===== src/rtl/rx_sched_pkg.sv =====
package rx_sched_pkg;
  // next rotation start after guaranteed-service port g finished (ports 1..n_gs)
  function automatic int unsigned rr_after(int unsigned g, int unsigned n_gs);
    return (g >= n_gs) ? 1 : g + 1;
  endfunction

  // buffer depth for a port index
  function automatic int unsigned port_depth(int unsigned p, int unsigned be_d, int unsigned gs_d);
    return (p == 0) ? be_d : gs_d;
  endfunction
endpackage


===== src/rtl/rx_flit_buf.sv =====
module rx_flit_buf #(
  parameter int W     = 33,
  parameter int DEPTH = 3
) (
  input  logic         clk,
  input  logic         rst_n,
  input  logic         push,
  input  logic         pop,
  input  logic [W-1:0] din,
  output logic [W-1:0] dout,
  output logic         full,
  output logic         empty,
  output logic         pkt_rdy
);
  localparam int PW = (DEPTH > 1) ? $clog2(DEPTH) : 1;
  localparam int CW = $clog2(DEPTH + 1);

  logic [W-1:0]  mem [DEPTH];
  logic [PW-1:0] wr_ptr, rd_ptr;
  logic [CW-1:0] cnt, eop_cnt;

  assign dout    = mem[rd_ptr];
  assign full    = (cnt == CW'(DEPTH));
  assign empty   = (cnt == '0);
  assign pkt_rdy = full || (eop_cnt != '0);

  always_ff @(posedge clk) begin
    if (push) mem[wr_ptr] <= din;
  end

  always_ff @(posedge clk or negedge rst_n) begin
    if (!rst_n) begin
      wr_ptr  <= '0;
      rd_ptr  <= '0;
      cnt     <= '0;
      eop_cnt <= '0;
    end else begin
      if (push) wr_ptr <= (wr_ptr == PW'(DEPTH - 1)) ? '0 : wr_ptr + 1'b1;
      if (pop)  rd_ptr <= (rd_ptr == PW'(DEPTH - 1)) ? '0 : rd_ptr + 1'b1;
      cnt     <= cnt + CW'(push) - CW'(pop);
      eop_cnt <= eop_cnt + CW'(push && din[W-1]) - CW'(pop && dout[W-1]);
    end
  end

  // a buffer that offers a package is never empty
  p_rdy_nonempty_r3: assert property (@(posedge clk) disable iff (!rst_n)
    pkt_rdy |-> !empty);
endmodule


===== src/rtl/rx_pkg_arb.sv =====
module rx_pkg_arb
  import rx_sched_pkg::*;
#(
  parameter int N_GS = 3,
  localparam int NP  = N_GS + 1,
  localparam int IW  = $clog2(NP)
) (
  input  logic          clk,
  input  logic          rst_n,
  input  logic [NP-1:0] rdy,
  input  logic          xfer,
  input  logic          xfer_eop,
  output logic          busy,
  output logic [IW-1:0] gnt
);
  logic [IW-1:0]   rr_q, pick;
  logic            found;
  logic [N_GS-1:0] gs_rdy;
  logic            pkt_done;

  assign gs_rdy   = rdy[NP-1:1];
  assign pkt_done = busy && xfer && xfer_eop;

  always_comb begin
    found = 1'b0;
    pick  = '0;
    for (int k = 0; k < N_GS; k++) begin
      int idx;
      idx = int'(rr_q) - 1 + k;
      if (idx >= N_GS) idx = idx - N_GS;
      if (!found && gs_rdy[idx]) begin
        found = 1'b1;
        pick  = IW'(idx + 1);
      end
    end
    if (!found && rdy[0]) begin
      found = 1'b1;
      pick  = '0;
    end
  end

  always_ff @(posedge clk or negedge rst_n) begin
    if (!rst_n) begin
      busy <= 1'b0;
      gnt  <= '0;
      rr_q <= IW'(1);
    end else if (busy) begin
      if (pkt_done) begin
        busy <= 1'b0;
        if (gnt != '0) rr_q <= IW'(rr_after(int'(gnt), N_GS));
      end
    end else if (found) begin
      busy <= 1'b1;
      gnt  <= pick;
    end
  end

  // grant holds until the closing flit is accepted
  p_grant_hold_r4: assert property (@(posedge clk) disable iff (!rst_n)
    (busy && !pkt_done) |=> (busy && $stable(gnt)));
  // best-effort port loses to any eligible guaranteed-service port
  p_be_last_r6: assert property (@(posedge clk) disable iff (!rst_n)
    (!busy && (gs_rdy != '0)) |=> (busy && gnt != '0));
  // no eligible port, no grant
  p_no_rdy_idle_r3: assert property (@(posedge clk) disable iff (!rst_n)
    (!busy && (rdy == '0)) |=> !busy);
endmodule


===== src/rtl/rx_pkt_sched.sv =====
module rx_pkt_sched
  import rx_sched_pkg::*;
#(
  parameter int DATA_W   = 32,
  parameter int N_GS     = 3,
  parameter int BE_DEPTH = 4,
  parameter int GS_DEPTH = 3,
  localparam int NP      = N_GS + 1,
  localparam int FW      = DATA_W + 1,
  localparam int IW      = $clog2(NP)
) (
  input  logic             clk,
  input  logic             rst_n,
  input  logic [NP-1:0]    in_valid,
  input  logic [NP*FW-1:0] in_flit,
  output logic [NP-1:0]    in_ready,
  output logic             out_req,
  output logic [DATA_W-1:0] out_data,
  output logic             out_eop,
  input  logic             out_ack
);
  logic [FW-1:0] head [NP];
  logic [NP-1:0] full, empty, rdy, pop;
  logic          busy, xfer;
  logic [IW-1:0] gnt;

  for (genvar p = 0; p < NP; p++) begin : g_port
    localparam int D = int'(port_depth(p, BE_DEPTH, GS_DEPTH));
    rx_flit_buf #(.W(FW), .DEPTH(D)) u_buf (
      .clk     (clk),
      .rst_n   (rst_n),
      .push    (in_valid[p] && !full[p]),
      .pop     (pop[p]),
      .din     (in_flit[p*FW +: FW]),
      .dout    (head[p]),
      .full    (full[p]),
      .empty   (empty[p]),
      .pkt_rdy (rdy[p])
    );
    assign pop[p]      = xfer && (gnt == IW'(p));
    assign in_ready[p] = !full[p];
  end

  rx_pkg_arb #(.N_GS(N_GS)) u_arb (
    .clk      (clk),
    .rst_n    (rst_n),
    .rdy      (rdy),
    .xfer     (xfer),
    .xfer_eop (out_eop),
    .busy     (busy),
    .gnt      (gnt)
  );

  assign out_req  = busy && !empty[gnt];
  assign xfer     = out_req && out_ack;
  assign out_data = head[gnt][DATA_W-1:0];
  assign out_eop  = head[gnt][FW-1];

  // an unaccepted flit is held unchanged
  p_req_stable_r7: assert property (@(posedge clk) disable iff (!rst_n)
    (out_req && !out_ack) |=> (out_req && $stable(out_data) && $stable(out_eop)));
endmodule


===== config.mk =====
export PLATFORM = sky130hd
export DESIGN_NAME = rx_pkt_sched
export DESIGN_NICKNAME = d
export VERILOG_FILES = /design/src/rtl/rx_sched_pkg.sv /design/src/rtl/rx_flit_buf.sv /design/src/rtl/rx_pkg_arb.sv /design/src/rtl/rx_pkt_sched.sv
export SDC_FILE = /design/constraint.sdc
export NUM_CORES = 1
export LEC_CHECK = 0
export BUFFER_PORTS_ARGS = -buffer_cell sky130_fd_sc_hd__clkbuf_2
export CORE_ASPECT_RATIO = 0.9
export CORE_MARGIN = 2
export CORE_UTILIZATION = 50
export DETAILED_ROUTE_END_ITERATION = 10
export PLACE_DENSITY_LB_ADDON = 0.3
export SLEW_MARGIN = 20
export SYNTH_ARGS = -nofsm -noshare
export SYNTH_HDL_FRONTEND = slang
export SYNTH_SLANG_ARGS = --single-unit

===== constraint.sdc =====
create_clock -name clk -period 6.75 [get_ports clk]
set_input_delay 1.35 -clock clk [delete_from_list [all_inputs] [get_ports clk]]
set_output_delay 1.35 -clock clk [all_outputs]
set_load 0.02 [all_outputs]

==> impl_summary.txt <==
----------------------------------------------------
[Timing]
  Final min period ... 4.29 ns
  Hold Violations, Final ... 0
  Worst Skew ... 0.0170 ns
  Final number of max-transition violations ... 0
  Finish-stage setup viols ... 0
  Maximum achievable frequency ... 0.233 GHz
  Part of the cycle the worst path needs ... 63.6%
  Setup_tns ... 0 ns
  Worst-Margin Slew ... 1.12 ns
  RSZ-0062 raised after global routing ... no
  Tightest slew margin relative to the limit ... 25.5%

[Final layout]
  Area grow syn2layout ... 16.3%
  Post-route insts no fill ... 1785
  Most used cells in the layout excluding fill and tap cells ... edfxtp_1 (429), clkbuf_2 (175), nand2_1 (114)
  Area taken by flip-flops and latches ... 13900 um^2
  Proportion of layout cells with a drive suffix above 1 ... 27.6%
  Net count reported at finish ... 1427
  Multi-input gate area in the final layout ... 4630 um^2
  Most frequent standard cell in the layout excluding fill and tap cells ... edfxtp_1
  Final core utilization ... 58.7%
  Fill cell total of the finished layout ... 2763

[Global routing]
  Antenna violations before repair ... 8
  Wire length of the first global-routing pass ... 62000 um
  Global-route usage over all layers ... 21.7%
  Total gr overflow ... 0
  Number of global-route vias before repair ... 9709
  Maximum number of pins on one net before global-route repair ... 69

[Drt]
  Initial detailed-routing violation count ... 992
  Number of iterations in the first detailed-routing pass ... 5
  Average wire per standard cell ... 23.4 um
  Drt drc ... 0
  Total length of routed wires ... 41800 um
  Routed via count ... 9932
  Average via count per standard cell ... 5.56
  ANT nets after route ... 0

[Critical path]
  Crit. End Element ... output pin
  Element type at the critical path start ... flop
  Maximum fanout encountered on the critical timing path ... 36
  Cell breakdown of the critical path ... mux2i_1 -> o21ai_0 -> mux4_2 -> clkbuf_2
  Delay of the slowest cell on the worst path ... 1.09 ns
  Crit Path Class ... reg -> out
  Data required, critical path ... 5.40 ns
  Cell family with most CP delay ... flip-flops
  Slowest cell on the critical path ... dfrtp_2
  Buffers plus inverters on the worst setup path ... 1
  Signal arrival time at the worst endpoint ... 2.94 ns

[Place]
  Final weighted congestion in routability-driven placement ... 0.780
  DP HPWL ... 27900 um
  Count of buffers inserted at the top-level ports ... 176
  # placed instances ... 1689

[Worst hold path]
  Worst min path class ... reg -> reg

[Synthesis]
  Number of warning messages in the yosys log ... 0
  Netlist Area Pre-Place ... 18800 um^2
  Seq/Total Area, Yosys ... 73.9%
  Distinct cells, synth ... 41
  Number of synthesized flops with an enable pin ... 429
  Flip-flop and latch count after synthesis ... 468
  Syn Inst Count ... 1062
  Async SR Flop Fraction ... 8.33%
  Average footprint of a synthesized cell ... 17.7 um^2
  Synth Flop Type ... edfxtp_1
  Number of nets in the synthesized netlist ... 1233

[Clock tree]
  Post-cts sizing count ... 0
  Clock slew seen by the registers of the worst setup and hold paths ... 0.06 ns
  Cts bufs inserted ... 47
  Cell chosen for the clock root ... clkbuf_16
  Clock tree from TritonCTS ... done
  Setup bufs post-CTS ... 0
  Skew-Pair Late Insertion Delay ... 0.56 ns
  Hold-fix buffer count after cts ... 0
  CTS H-Tree Depth ... 2
  Buffers from clock root to sink, at most ... 3
  Sink count of the clock tree ... 468

[Run]
  Max capacitance violation total ... 0

[Floorplanning]
  Ports ... 177
  Die W ... 208 um
  Vertical die dimension ... 188 um
  Die area ... 39100 um^2
  Row count ... 67
  Floorplan core area ... 37100 um^2
  Effective utilization at floorplan ... 50.5%

[Pwr]
  Power Dens Cells ... 468 nW/um^2
  Maximum ir drop on the vdd rail ... 0.205 mV
  Leakage power of the design ... 7.92 nW

[Run status]
  Outcome ... complete, no violations

----------------------------------------------------
## cell usage after synthesis (5+ instances only)
library cell,n,area [um^2]
and3_1,9,56.3
edfxtp_1,429,12900
mux2_2,5,56.3
a21o_1,13,97.6
inv_1,26,97.6
o21ai_0,96,480
ha_1,30,375
xnor2_1,16,140
nor3b_1,11,82.6
buf_1,11,41.3
nor3_1,11,55.1
dfrtp_1,38,951
nor2_1,15,56.3
clkbuf_1,29,109
mux4_2,66,1490
nand2_1,114,428
mux2i_1,100,1000
buf_2,5,25.0
## layout make-up
cell class                 instances  area share [%]
antenna                            7          0.0803
clock buffer                      65            5.94
timing repair buffer             194            4.73
tap                              483            2.77
multi-input combinational        517            21.2
clock inverter                    23            1.14
inverter                          28           0.482
sequential                       468            63.6
## per-layer routing
| metal | GRT usage [%] | part of all wire, % |
|---|---|---|
| met4 | 6.59 | 2.3 |
| met2 | 31.0 | 44 |
| met5 | 0 | 0.074 |
| met1 | 33.3 | 46 |
| met3 | 5.18 | 8.2 |
## where the power goes
part | internal (W) | total [W] | switching, W
registers | 0.00387 | 0.00429 | 0.000422
logic | 0.00135 | 0.00333 | 0.00199
clock network | 0.00153 | 0.00257 | 0.00104
total | 0.00675 | 0.0102 | 0.00345
## metrics by stage
stage / setup slack, ns / hold slack [ns] / cell area, um^2 / power [W]
2_1_floorplan: 2.25 / 0.446 / 18800 / 0.00650
3_3_place_gp: 3.00 / 0.461 / 20200 / 0.00763
3_5_place_dp: 2.98 / 0.464 / 20200 / 0.00771
4_1_cts: 2.37 / 0.476 / 21800 / 0.0103
5_1_grt: 2.27 / 0.504 / 21800 / 0.0107
6_report: 2.46 / 0.475 / 21800 / 0.0102
## sequential cells by signal, summed over array words and instances, names as in the netlist
signal / flops
u_arb.busy: 1
g_port.u_buf.wr_ptr: 8
g_port.u_buf.rd_ptr: 8
u_arb.gnt: 2
g_port.u_buf.cnt: 9
u_arb.rr_q: 2
g_port.u_buf.mem: 429
g_port.u_buf.eop_cnt: 9
## kinds of logic (layout without fill, tap and decap cells)
logic type	Yosys count	in the layout	share of synthesized area (%)
XOR/XNOR	17	17	0.794
other	0	7	0
AND/OR/NAND/NOR	169	169	3.94
flip-flops	468	468	73.9
buffers and inverters	77	310	1.65
AO/OA/AOI/OAI	127	127	3.83
adder cells (fa/ha/maj)	32	32	2.22
multiplexers	172	172	13.6
## final timing paths
check,startpoint,to,slack (ns),cells after the start
setup / recovery,g_port[2].u_buf.rd_ptr[0],out_data[16],2.46,4
hold / removal,g_port[3].u_buf.eop_cnt[1],g_port[3].u_buf.eop_cnt[1],0.47,1
setup reg to reg,u_arb.gnt[0],g_port[0].u_buf.eop_cnt[2],3.13,11
hold reg to reg,g_port[3].u_buf.eop_cnt[1],g_port[3].u_buf.eop_cnt[1],0.47,1
max in group asynchronous,rst_n,g_port[2].u_buf.rd_ptr[0],5.54,1
min in group asynchronous,rst_n,g_port[3].u_buf.wr_ptr[0],0.78,1
No activity file was read; power rests on OpenSTA's default activity.
